[src/rtl/irqc_pkg.sv]
package irqc_pkg;
    localparam int PRIO_W = 5;
    localparam int LVL_W  = 4;
    localparam int CODE_W = 12;
    localparam int IDX_W  = 8;

    typedef logic [PRIO_W-1:0] prio_t;
    typedef logic [LVL_W-1:0]  lvl_t;
    typedef logic [CODE_W-1:0] code_t;
    typedef logic [IDX_W-1:0]  idx_t;

    localparam code_t NMI_CODE  = 12'h1C0;
    localparam code_t CODE_BASE = 12'h400;
    localparam code_t CODE_STEP = 12'h020;
    localparam lvl_t  LVL_TOP   = 4'hF;

    // arbitration winner
    typedef struct packed {
        logic  hit;
        idx_t  idx;
        prio_t prio;
    } pick_t;

    // what is being offered to the CPU
    typedef struct packed {
        logic  nmi;
        lvl_t  lvl;
        code_t code;
        idx_t  idx;
    } offer_t;

    function automatic code_t src_code(input idx_t i);
        return CODE_BASE + code_t'(i) * CODE_STEP;
    endfunction

    function automatic lvl_t prio_to_lvl(input prio_t p);
        return p[PRIO_W-1:1];
    endfunction
endpackage

[src/rtl/irqc_prio_regs.sv]
module irqc_prio_regs
    import irqc_pkg::*;
#(
    parameter int NSRC = 14,
    parameter int AW   = $clog2(NSRC)
) (
    input  logic          clk,
    input  logic          rst,
    input  logic          we,
    input  logic [AW-1:0] addr,
    input  prio_t         wdata,
    output prio_t         rdata,
    output prio_t         prio_o [NSRC]
);
    for (genvar g = 0; g < NSRC; g++) begin : g_reg
        prio_t r;
        always_ff @(posedge clk) begin
            if (rst)
                r <= '0;
            else if (we && addr == AW'(g))
                r <= wdata;
        end
        assign prio_o[g] = r;

        // a write to this slot is visible on the next cycle
        a_r1_write_lands: assert property (@(posedge clk) disable iff (rst)
            (we && addr == AW'(g)) |=> (prio_o[g] == $past(wdata)));
    end

    always_comb begin
        rdata = '0;
        for (int i = 0; i < NSRC; i++)
            if (addr == AW'(i))
                rdata = prio_o[i];
    end
endmodule

[src/rtl/irqc_req_delay.sv]
module irqc_req_delay #(
    parameter int W     = 15,
    parameter int DEPTH = 2
) (
    input  logic         clk,
    input  logic         rst,
    input  logic [W-1:0] d,
    output logic [W-1:0] q
);
    logic [W-1:0] st [DEPTH];

    for (genvar s = 0; s < DEPTH; s++) begin : g_stage
        if (s == 0) begin : g_head
            always_ff @(posedge clk) begin
                if (rst) st[0] <= '0;
                else     st[0] <= d;
            end
        end else begin : g_body
            always_ff @(posedge clk) begin
                if (rst) st[s] <= '0;
                else     st[s] <= st[s-1];
            end
        end
    end

    assign q = st[DEPTH-1];
endmodule

[src/rtl/irqc_arbiter.sv]
module irqc_arbiter
    import irqc_pkg::*;
#(
    parameter int NSRC = 14
) (
    input  logic [NSRC-1:0] pend,
    input  prio_t           prio [NSRC],
    output pick_t           pick
);
    // strict compare keeps the lower index on a tie
    always_comb begin
        pick = '0;
        for (int i = 0; i < NSRC; i++) begin
            if (pend[i] && (!pick.hit || prio[i] > pick.prio)) begin
                pick.hit  = 1'b1;
                pick.idx  = idx_t'(i);
                pick.prio = prio[i];
            end
        end
    end
endmodule

[src/rtl/irqc_top.sv]
module irqc_top
    import irqc_pkg::*;
#(
    parameter int NSRC = 14,
    parameter int DLY  = 2,
    parameter int AW   = $clog2(NSRC)
) (
    input  logic            clk,
    input  logic            rst,
    input  logic            cfg_we,
    input  logic [AW-1:0]   cfg_addr,
    input  logic [4:0]      cfg_wdata,
    output logic [4:0]      cfg_rdata,
    input  logic [NSRC-1:0] src_req,
    input  logic            nmi_req,
    input  logic [3:0]      cpu_imask,
    input  logic            cpu_blk,
    input  logic            nmi_mask_mode,
    output logic [3:0]      irq_level,
    output logic [11:0]     irq_code,
    output logic            irq_nmi,
    input  logic            irq_ack,
    output logic [11:0]     evt_code,
    output logic            imask_force
);
    localparam int PADW = 2 ** AW;

    prio_t           prio [NSRC];
    logic [NSRC:0]   req_d;
    logic [NSRC-1:0] pend_d;
    logic            nmi_d;
    logic [PADW-1:0] pend_pad;
    pick_t           pick;
    offer_t          cand;
    offer_t          offer_q;
    code_t           evt_q;
    logic            force_q;
    logic            busy;
    logic            still_up;
    lvl_t            pick_lvl;

    irqc_prio_regs #(.NSRC(NSRC), .AW(AW)) u_regs (
        .clk   (clk),
        .rst   (rst),
        .we    (cfg_we),
        .addr  (cfg_addr),
        .wdata (cfg_wdata),
        .rdata (cfg_rdata),
        .prio_o(prio)
    );

    // the non-maskable level rides in the top bit of the same delay line
    irqc_req_delay #(.W(NSRC + 1), .DEPTH(DLY)) u_dly (
        .clk(clk),
        .rst(rst),
        .d  ({nmi_req, src_req}),
        .q  (req_d)
    );

    assign pend_d = req_d[NSRC-1:0];
    assign nmi_d  = req_d[NSRC];

    irqc_arbiter #(.NSRC(NSRC)) u_arb (
        .pend(pend_d),
        .prio(prio),
        .pick(pick)
    );

    assign pick_lvl = prio_to_lvl(pick.prio);

    always_comb begin
        cand = '0;
        if (nmi_d) begin
            cand.nmi  = 1'b1;
            cand.lvl  = LVL_TOP;
            cand.code = NMI_CODE;
        end else if (pick.hit && pick_lvl > cpu_imask && !cpu_blk) begin
            cand.lvl  = pick_lvl;
            cand.code = src_code(pick.idx);
            cand.idx  = pick.idx;
        end
    end

    always_comb begin
        pend_pad = '0;
        pend_pad[NSRC-1:0] = pend_d;
    end

    assign busy     = offer_q.nmi || (offer_q.lvl != '0);
    assign still_up = offer_q.nmi ? nmi_d : pend_pad[offer_q.idx[AW-1:0]];

    always_ff @(posedge clk) begin
        if (rst) begin
            offer_q <= '0;
            evt_q   <= '0;
            force_q <= 1'b0;
        end else begin
            force_q <= 1'b0;
            if (busy && irq_ack) begin
                evt_q   <= still_up ? offer_q.code : '0;
                force_q <= offer_q.nmi && nmi_mask_mode;
                offer_q <= '0;
            end else if (!busy) begin
                offer_q <= cand;
            end
        end
    end

    assign irq_level   = offer_q.lvl;
    assign irq_code    = offer_q.code;
    assign irq_nmi     = offer_q.nmi;
    assign evt_code    = evt_q;
    assign imask_force = force_q;

    // the winner is always one of the pending sources
    a_r2_pick_pending: assert property (@(posedge clk) disable iff (rst)
        pick.hit |-> pend_pad[pick.idx[AW-1:0]]);

    // a freshly loaded source offer respected the mask and block bit
    a_r4_gate: assert property (@(posedge clk) disable iff (rst)
        !busy |=> (irq_nmi || irq_level == '0 ||
                   (!$past(cpu_blk) && irq_level > $past(cpu_imask))));

    // the non-maskable offer carries its fixed level and code
    a_r5_nmi_offer: assert property (@(posedge clk) disable iff (rst)
        irq_nmi |-> (irq_level == LVL_TOP && irq_code == NMI_CODE));

    // an unanswered offer does not move
    a_r7_hold: assert property (@(posedge clk) disable iff (rst)
        (busy && !irq_ack) |=> $stable({irq_level, irq_code, irq_nmi}));

    // acceptance empties the offer for a cycle
    a_r7_clear: assert property (@(posedge clk) disable iff (rst)
        (busy && irq_ack) |=> (irq_level == '0 && !irq_nmi));

    // the event register only moves on an accepted offer
    a_r8_evt_keep: assert property (@(posedge clk) disable iff (rst)
        !(busy && irq_ack) |=> $stable(evt_code));

    // mask force only after an accepted non-maskable offer in force mode
    a_r9_force_cause: assert property (@(posedge clk) disable iff (rst)
        imask_force |-> $past(irq_nmi && irq_ack && nmi_mask_mode));

    a_r9_force_due: assert property (@(posedge clk) disable iff (rst)
        (irq_nmi && irq_ack && nmi_mask_mode) |=> imask_force);
endmodule

[config.mk]
export PLATFORM = sky130hd
export DESIGN_NAME = irqc_top
export DESIGN_NICKNAME = d
export VERILOG_FILES = /design/src/rtl/irqc_pkg.sv /design/src/rtl/irqc_prio_regs.sv /design/src/rtl/irqc_req_delay.sv /design/src/rtl/irqc_arbiter.sv /design/src/rtl/irqc_top.sv
export SDC_FILE = /design/constraint.sdc
export NUM_CORES = 1
export LEC_CHECK = 0
export ABC_CLOCK_PERIOD_IN_PS = 20200
export BUFFER_PORTS_ARGS = -buffer_cell sky130_fd_sc_hd__buf_4
export CAP_MARGIN = 20
export CORE_ASPECT_RATIO = 2
export CORE_MARGIN = 4
export CORE_UTILIZATION = 52
export CTS_BUF_LIST = sky130_fd_sc_hd__clkbuf_4
export CTS_CLUSTER_SIZE = 14
export DETAILED_ROUTE_END_ITERATION = 8
export GPL_TIMING_DRIVEN = 0
export PLACE_DENSITY_LB_ADDON = 0.25
export SETUP_SLACK_MARGIN = 0.02
export SYNTH_ARGS = -nofsm -noshare
export SYNTH_HDL_FRONTEND = slang
export SYNTH_SLANG_ARGS = --single-unit
export TNS_END_PERCENT = 50
[constraint.sdc]
create_clock -name clk -period 20.2 [get_ports clk]
set_input_delay 1.01 -clock clk [delete_from_list [all_inputs] [get_ports clk]]
set_output_delay 1.01 -clock clk [all_outputs]
set_load 0.05 [all_outputs]
==> metrics.csv, run 1 <==
metric;value;unit
outcome;finished, violations left;
failing checks;setup timing;
largest net degree at the start of global routing;17;
number of synthesized register bits;119;
DRC;0;
Period Utilization, post-route;103.9;%
drt pass-1 iters;5;
H-tree lvl count;4;
CTS Buf Count;17;
slew margin rel.;44.49;%
final setup fails;12;
Nets;1295;
VDD IR-drop max;0.06241;mV
hold slack;0.4435;ns
area share of the largest cell type after synthesis;28.62;%
Layout area overhead;36.10;%
fin crit period;20.99;ns
RR Startpoint;u_dly.st[1][0]$_SDFF_PP0_;
Vias/cell;6.187;
PwrDens;61.36;nW/um^2
yosys warns;0;
synth top area cells;dfxtp_1 29%, mux2i_1 8.8%, ha_1 8.6%;
Top FF cell, synth;dfxtp_1;
drt wl/cell;21.09;microns
most frequent CP cell;ha_4;
mapped cell area;8324;sq um
vias in the first global route;8842;
max-slew violation count;0;
Placement Cell Area;9303;sq um
fillers;1188;
crit-path max cell delay;0.60;ns
gr ovfl total;0;
Worst Skew;0.02083;ns
Hold Crit Class;flop to flop;
post-synthesis cell type count;81;
final instance area;11330;sq um
required time of the critical path;20.70;ns
cell count of the worst reg-to-reg path;118;
hold path startpoint;u_dly.st[0][9]$_SDFF_PP0_;
root buf cell;clkbuf_4;
slowest CP cell;or4b_1;
R2R Setup Slk;-0.79;ns
core region area;15780;sq um
total number of vias;8780;
worst slew pin tran;0.8239;ns
Hold Path End;u_dly.st[1][9]$_SDFF_PP0_;
final worst slack;-0.7949;ns
CTS Buffer Depth;2;
utilization after layout;71.81;%
layout cell share with drive strength beyond 1;34.02;%
CTS sink cnt;119;
Post-synth ARST share;0;%
Rows;65;
gr usage total;30.67;%
post-route ant nets;0;
CP Capture Type;flop;
initial core utilization;52.76;%
EDFF count, synth;0;
max cap viols;0;
hpwl dp;20.57;mm
pre-CTS setup slack;-3.113;ns
Hold Vio Cnt, Final;0;
leak pwr;4.523;nW
Worst Setup Path Type;flop to flop;
Routed WL;29.92;mm
first-pass GRT wire length;44.37;mm
RSZ-0062 raised after global routing;yes;
clk slew on worst S/H paths;0.11;ns
initial antenna violation count;1;
Port Buffers;50;
cell count after synthesis;1036;
Routability Congestion;0.9508;
CTS tree;yes;
Worst EP arrival;21.50;ns
Worst-Skew Late Latency;0.58;ns
cell taking the most area after synthesis;dfxtp_1;
DP Cell Count;1300;
Crit Path Max Fanout;7;
Post-Layout Cell Count;1419;
# IOs;69;
DIE AREA;18220;sq um
WHS Path Cells;1;
highest clock rate;47.63;MHz
crit start category;flop;
Die H;186.9;microns
die width;97.47;microns
DR iter-0 viols;673;
sequential element share of the synthesized area;28.62;%
FF-to-FF End;irq_code[7]$_SDFFE_PP0P_;
Post-Syn Area per Cell;8.035;sq um
through the flow:
step / setup TNS [ns] / total power [W]
after floorplan: 0 / 0.0003873
after global placement: -33.28 / 0.0004298
after detailed placement: -35.75 / 0.0004325
after CTS: -4.023 / 0.0006580
after global routing: -18.17 / 0.0007206
final: -7.620 / 0.0006952
repair_timing:
action,4_1_cts,5_1_grt
endpoints found under the setup margin,12,12
pin swaps,79,64
hold endpoints to repair,0,0
resized for setup,113,105
hold buffers,0,0
buffers inserted,60,26
gates cloned,1,0
logic make-up (layout without fill, tap and decap cells):
logic type | count (synthesis) | count (layout) | share of synthesized area (%)
simple gates | 392 | 392 | 22.31
compound gates | 231 | 231 | 19.30
buf+inv | 130 | 298 | 7.095
flops | 119 | 119 | 28.62
mux | 96 | 96 | 13.02
fa+ha+maj | 57 | 57 | 8.568
xor+xnor | 10 | 10 | 1.052
other cells | 1 | 15 | 0.04505
Yosys cell counts, types with 6 or more instances:
cell type / number
a21oi_1: 64
a31oi_1: 7
nor2b_1: 48
mux2i_1: 73
a211oi_1: 11
or2_2: 6
nand2_1: 99
mux2_2: 13
a22oi_1: 14
clkbuf_1: 44
nand3_1: 43
o21a_1: 8
buf_4: 25
ha_1: 57
and2_1: 8
nor2_1: 117
inv_1: 57
and3_1: 11
nand2b_1: 13
o2111ai_1: 6
nor3_1: 27
o211ai_1: 10
o21ai_0: 48
dfxtp_1: 119
xnor2_1: 9
registers in the layout (all words and copies together), names as in the netlist:
signal       cells
irq_code         4
irq_level        4
u_regs.g.r      70
irq_nmi          1
imask_force      1
offer_q          4
evt_code         5
u_dly.st        30
layer usage:
layer	GRT usage, %	up-vias	wire (microns)
met4	28.32	0	3250
met1	27.08	4074	9281
met5	0	-	0
met2	57.17	477	15610
met3	4.815	237	1780
li1	-	3992	-
cell type report:
cell class / instances / area [sq um] / share of cell area, %
Multi-Input combinational cell: 800 / 6684 / 59.00
Sequential cell: 119 / 2386 / 21.06
Timing Repair Buffer: 137 / 1046 / 9.232
Buffer: 72 / 422.9 / 3.733
Tap cell: 201 / 251.5 / 2.220
Inverter: 57 / 219.0 / 1.933
Clock inverter: 14 / 182.7 / 1.612
Clock buffer: 18 / 135.1 / 1.193
Antenna cell: 1 / 2.502 / 0.02209
layout by cell type, fill, tap and decap left out, types with 6 or more instances in the layout:
cell type	synthesis	layout
buf_4	25	157
dfxtp_1	119	118
nor2_1	117	103
nand2_1	99	86
mux2i_1	73	65
a21oi_1	64	50
inv_1	57	47
nor2b_1	48	43
clkbuf_1	44	40
nand3_1	43	36
ha_1	57	29
o21ai_0	48	25
ha_4	0	25
clkbuf_4	0	18
nor3_1	27	17
a22oi_1	14	14
conb_1	1	14
o21ai_1	3	12
a21oi_2	0	12
nand2b_1	13	11
o211ai_1	10	10
o21ai_2	0	10
nor2_2	0	9
xnor2_1	9	9
nor3_2	0	8
a211oi_1	11	8
mux2_2	13	8
inv_2	0	8
buf_6	1	7
and3_4	0	7
nand2_4	0	6
mux2i_2	0	6
mux2_4	1	6
nand2_2	0	6
nand3_2	0	6
worst max-delay path: cells and delay by family, from the launching register on:
kind | cells | cell delay (ns)
AO/OA/AOI/OAI | 47 | 8.28
adder cells (fa/ha/maj) | 14 | 3.36
buffers and inverters | 14 | 1.69
flip-flops | 1 | 0.39
multiplexers | 4 | 1.37
AND/OR/NAND/NOR | 39 | 5.80
power by group:
part,internal (W),leakage (nW),total [W],switching (W)
clock,0.0000981,0.161,0.000194,0.0000963
combinational,0.000107,3.39,0.000252,0.000145
sequential,0.000241,0.968,0.000249,0.00000840
total,0.000446,4.52,0.000695,0.000250
worst max-delay path by stage:
| stage | slack (ns) | to | start |
|---|---|---|---|
| global route | -1.65 | irq_code[7]$_SDFFE_PP0P_ | u_dly.st[1][0]$_SDFF_PP0_ |
| CTS | -0.48 | irq_code[7]$_SDFFE_PP0P_ | u_dly.st[1][0]$_SDFF_PP0_ |
| global placement | -2.91 | offer_q[1]$_SDFFE_PP0P_ | u_dly.st[1][0]$_SDFF_PP0_ |
| finish | -0.79 | irq_code[7]$_SDFFE_PP0P_ | u_dly.st[1][0]$_SDFF_PP0_ |
| detailed placement | -3.11 | offer_q[1]$_SDFFE_PP0P_ | u_dly.st[1][0]$_SDFF_PP0_ |
| floorplan | 0.04 | irq_code[7]$_SDFFE_PP0P_ | u_dly.st[1][0]$_SDFF_PP0_ |
(Power assumes the default switching activity.)
==> run 2, diff against run 1 <==
--- a/config.mk
+++ b/config.mk
@@ -8,9 +8,11 @@
 export ABC_CLOCK_PERIOD_IN_PS = 20200
 export BUFFER_PORTS_ARGS = -buffer_cell sky130_fd_sc_hd__buf_4
 export CAP_MARGIN = 20
+export CELL_PAD_IN_SITES_DETAIL_PLACEMENT = 1
+export CELL_PAD_IN_SITES_GLOBAL_PLACEMENT = 2
 export CORE_ASPECT_RATIO = 2
 export CORE_MARGIN = 4
-export CORE_UTILIZATION = 52
+export CORE_UTILIZATION = 34
 export CTS_BUF_LIST = sky130_fd_sc_hd__clkbuf_4
 export CTS_CLUSTER_SIZE = 14
 export DETAILED_ROUTE_END_ITERATION = 8
==> constraint.sdc (replaced) <==
create_clock -name clk -period 20.2 [get_ports clk]
set_input_delay 1.01 -clock clk [delete_from_list [all_inputs] [get_ports clk]]
set_output_delay 1.01 -clock clk [all_outputs]
set_load 0.1 [all_outputs]
==> run 2 against run 1 <==
Effect of this change:
- via count decreased by 4.0%
- die area is 49% higher
- clock power grew 11%
- power grew 5.7%
- sequential power about the same
- clock-buffer cell count decreased by 1
- critical path depth did not move
- critical endpoint is now irq_level[2]$_SDFFE_PP0P_
- global-route usage shrank 7.4 points
- cell area up 1.8%
- hold slack improved by 0.0035 ns
- wire length up 12%
- maximum frequency down 2.7%
- critical path type unchanged
- the run still ends with setup timing left
==> metrics.csv, run 2 (synthesized netlist as in run 1, its figures left out) <==
metric;value;unit
layout cell share with drive strength beyond 1;33.77;%
hpwl dp;25.26;mm
CP Capture Type;flop;
R2R Setup Slk;-1.37;ns
highest clock rate;46.36;MHz
hold path startpoint;u_dly.st[0][10]$_SDFF_PP0_;
vias in the first global route;8801;
post-route ant nets;0;
Worst Setup Path Type;flop to flop;
PwrDens;63.72;nW/um^2
required time of the critical path;20.71;ns
VDD IR-drop max;0.05582;mV
root buf cell;clkbuf_4;
Global Route met1 Usage;20.03;%
slowest CP cell;or4_4;
FF-to-FF End;irq_level[2]$_SDFFE_PP0P_;
drt pass-1 iters;4;
H-tree lvl count;4;
most frequent cells in the layout;159 x buf_4, 118 x dfxtp_1, 108 x nor2_1, 85 x nand2_1, 65 x mux2i_1;
leak pwr;4.592;nW
Worst-Skew Late Latency;0.59;ns
RSZ-0062 raised after global routing;yes;
GR met2 Demand/Resource;48.16;%
slew margin rel.;40.94;%
most frequent CP cell;ha_4;
Most flops, register;u_regs.g.r;
max cap viols;0;
initial core utilization;34.65;%
crit-path max cell delay;0.54;ns
die width;118.6;microns
final setup fails;12;
Hold Crit Class;flop to flop;
final worst slack;-1.369;ns
hold slack;0.4470;ns
fillers;2863;
clk slew on worst S/H paths;0.13;ns
met3 GRT Util;2.790;%
# IOs;69;
most common cell after layout, fill and taps aside;buf_4;
Rows;80;
max reg flops;70;
largest net degree at the start of global routing;17;
DRC;0;
initial antenna violation count;1;
max-slew violation count;0;
fin crit period;21.57;ns
drt wl/cell;22.22;microns
Crit Path Max Fanout;7;
crit start category;flop;
gr ovfl total;0;
first-pass GRT wire length;48.51;mm
Period Utilization, post-route;106.8;%
Layout area overhead;38.54;%
WHS Path Cells;1;
worst slew pin tran;0.8800;ns
Placement Cell Area;9410;sq um
RR Startpoint;u_dly.st[1][0]$_SDFF_PP0_;
grt peak-use layer;met2;
outcome;finished, violations left;
final instance area;11530;sq um
Worst Skew;0.02392;ns
Routed WL;33.58;mm
gr usage total;23.26;%
CTS sink cnt;119;
CTS Buffer Depth;2;
CTS Buf Count;17;
Port Buffers;50;
DIE AREA;27200;sq um
core region area;24020;sq um
DR iter-0 viols;344;
Hold Path End;u_dly.st[1][10]$_SDFF_PP0_;
cell count of the worst reg-to-reg path;118;
Hold Vio Cnt, Final;0;
Routability Congestion;0.8712;
Worst EP arrival;22.08;ns
failing checks;setup timing;
Vias/cell;5.580;
CTS tree;yes;
total number of vias;8431;
Die H;229.3;microns
Nets;1301;
[run 2: layer usage]
| metal | wire [microns] | up-vias |
|---|---|---|
| li1 | - | 4000 |
| met1 | 10660 | 4125 |
| met2 | 19850 | 199 |
| met3 | 804 | 107 |
| met4 | 2265 | 0 |
| met5 | 0 | - |
[run 2: what timing repair did]
| action | in CTS | in global routing |
|---|---|---|
| gates resized for setup | 71 | 148 |
| hold buffers | 0 | 0 |
| setup buffers | 47 | 44 |
| pin swaps | 48 | 100 |
| cloned | 0 | 2 |
| endpoints found under the setup margin | 12 | 12 |
[run 2: report_power, final]
| part | switching, W | leakage [nW] | internal [W] |
|---|---|---|---|
| clock | 0.000105 | 0.178 | 0.000111 |
| combinational | 0.000161 | 3.45 | 0.000108 |
| sequential | 0.00000855 | 0.968 | 0.000241 |
| total | 0.000274 | 4.59 | 0.000460 |
[run 2: how the worst max path moves through the flow]
stage	start	endpoint	slack [ns]	cells past startpoint
after floorplan	u_dly.st[1][0]$_SDFF_PP0_	irq_code[7]$_SDFFE_PP0P_	0.04	119
after global placement	u_dly.st[1][0]$_SDFF_PP0_	offer_q[1]$_SDFFE_PP0P_	-3.82	116
after detailed placement	u_dly.st[1][0]$_SDFF_PP0_	offer_q[1]$_SDFFE_PP0P_	-4.19	116
after CTS	u_dly.st[1][0]$_SDFF_PP0_	irq_code[7]$_SDFFE_PP0P_	-1.68	118
after global routing	u_dly.st[1][0]$_SDFF_PP0_	irq_level[1]$_SDFFE_PP0P_	-2.39	119
final	u_dly.st[1][0]$_SDFF_PP0_	irq_level[2]$_SDFFE_PP0P_	-1.37	118
[run 2: final cells by class]
type | count | area, sq um | area share [%]
timing repair buffer | 143 | 1122 | 9.732
buffer | 72 | 426.7 | 3.700
inverter | 57 | 216.5 | 1.877
sequential | 119 | 2386 | 20.69
tap | 287 | 359.1 | 3.114
multi-input combinational | 800 | 6666 | 57.81
antenna | 1 | 2.502 | 0.02170
clock buffer | 17 | 127.6 | 1.107
clock inverter | 15 | 225.2 | 1.953
[run 2: per-stage QoR]
step           power (W)  utilization [%]  instances  setup TNS, ns  worst slack [ns]
6_report       0.0007349            48.01       1511         -15.01            -1.369
5_1_grt        0.0007708            48.01       1511         -27.21            -2.386
4_1_cts        0.0007032            43.65       1465         -19.10            -1.677
3_5_place_dp   0.0004554            39.17       1386         -48.06            -4.189
3_3_place_gp   0.0004523            39.17       1386         -43.37            -3.816
2_1_floorplan  0.0004010                -       1049              0           0.04454
[run 2: worst max-delay path: cells and delay by family (launching register included)]
kind,cells,cell delay [ns]
buf+inv,11,1.40
flops,1,0.39
fa+ha+maj,14,3.61
mux,5,1.59
compound gates,51,9.08
simple gates,37,5.33
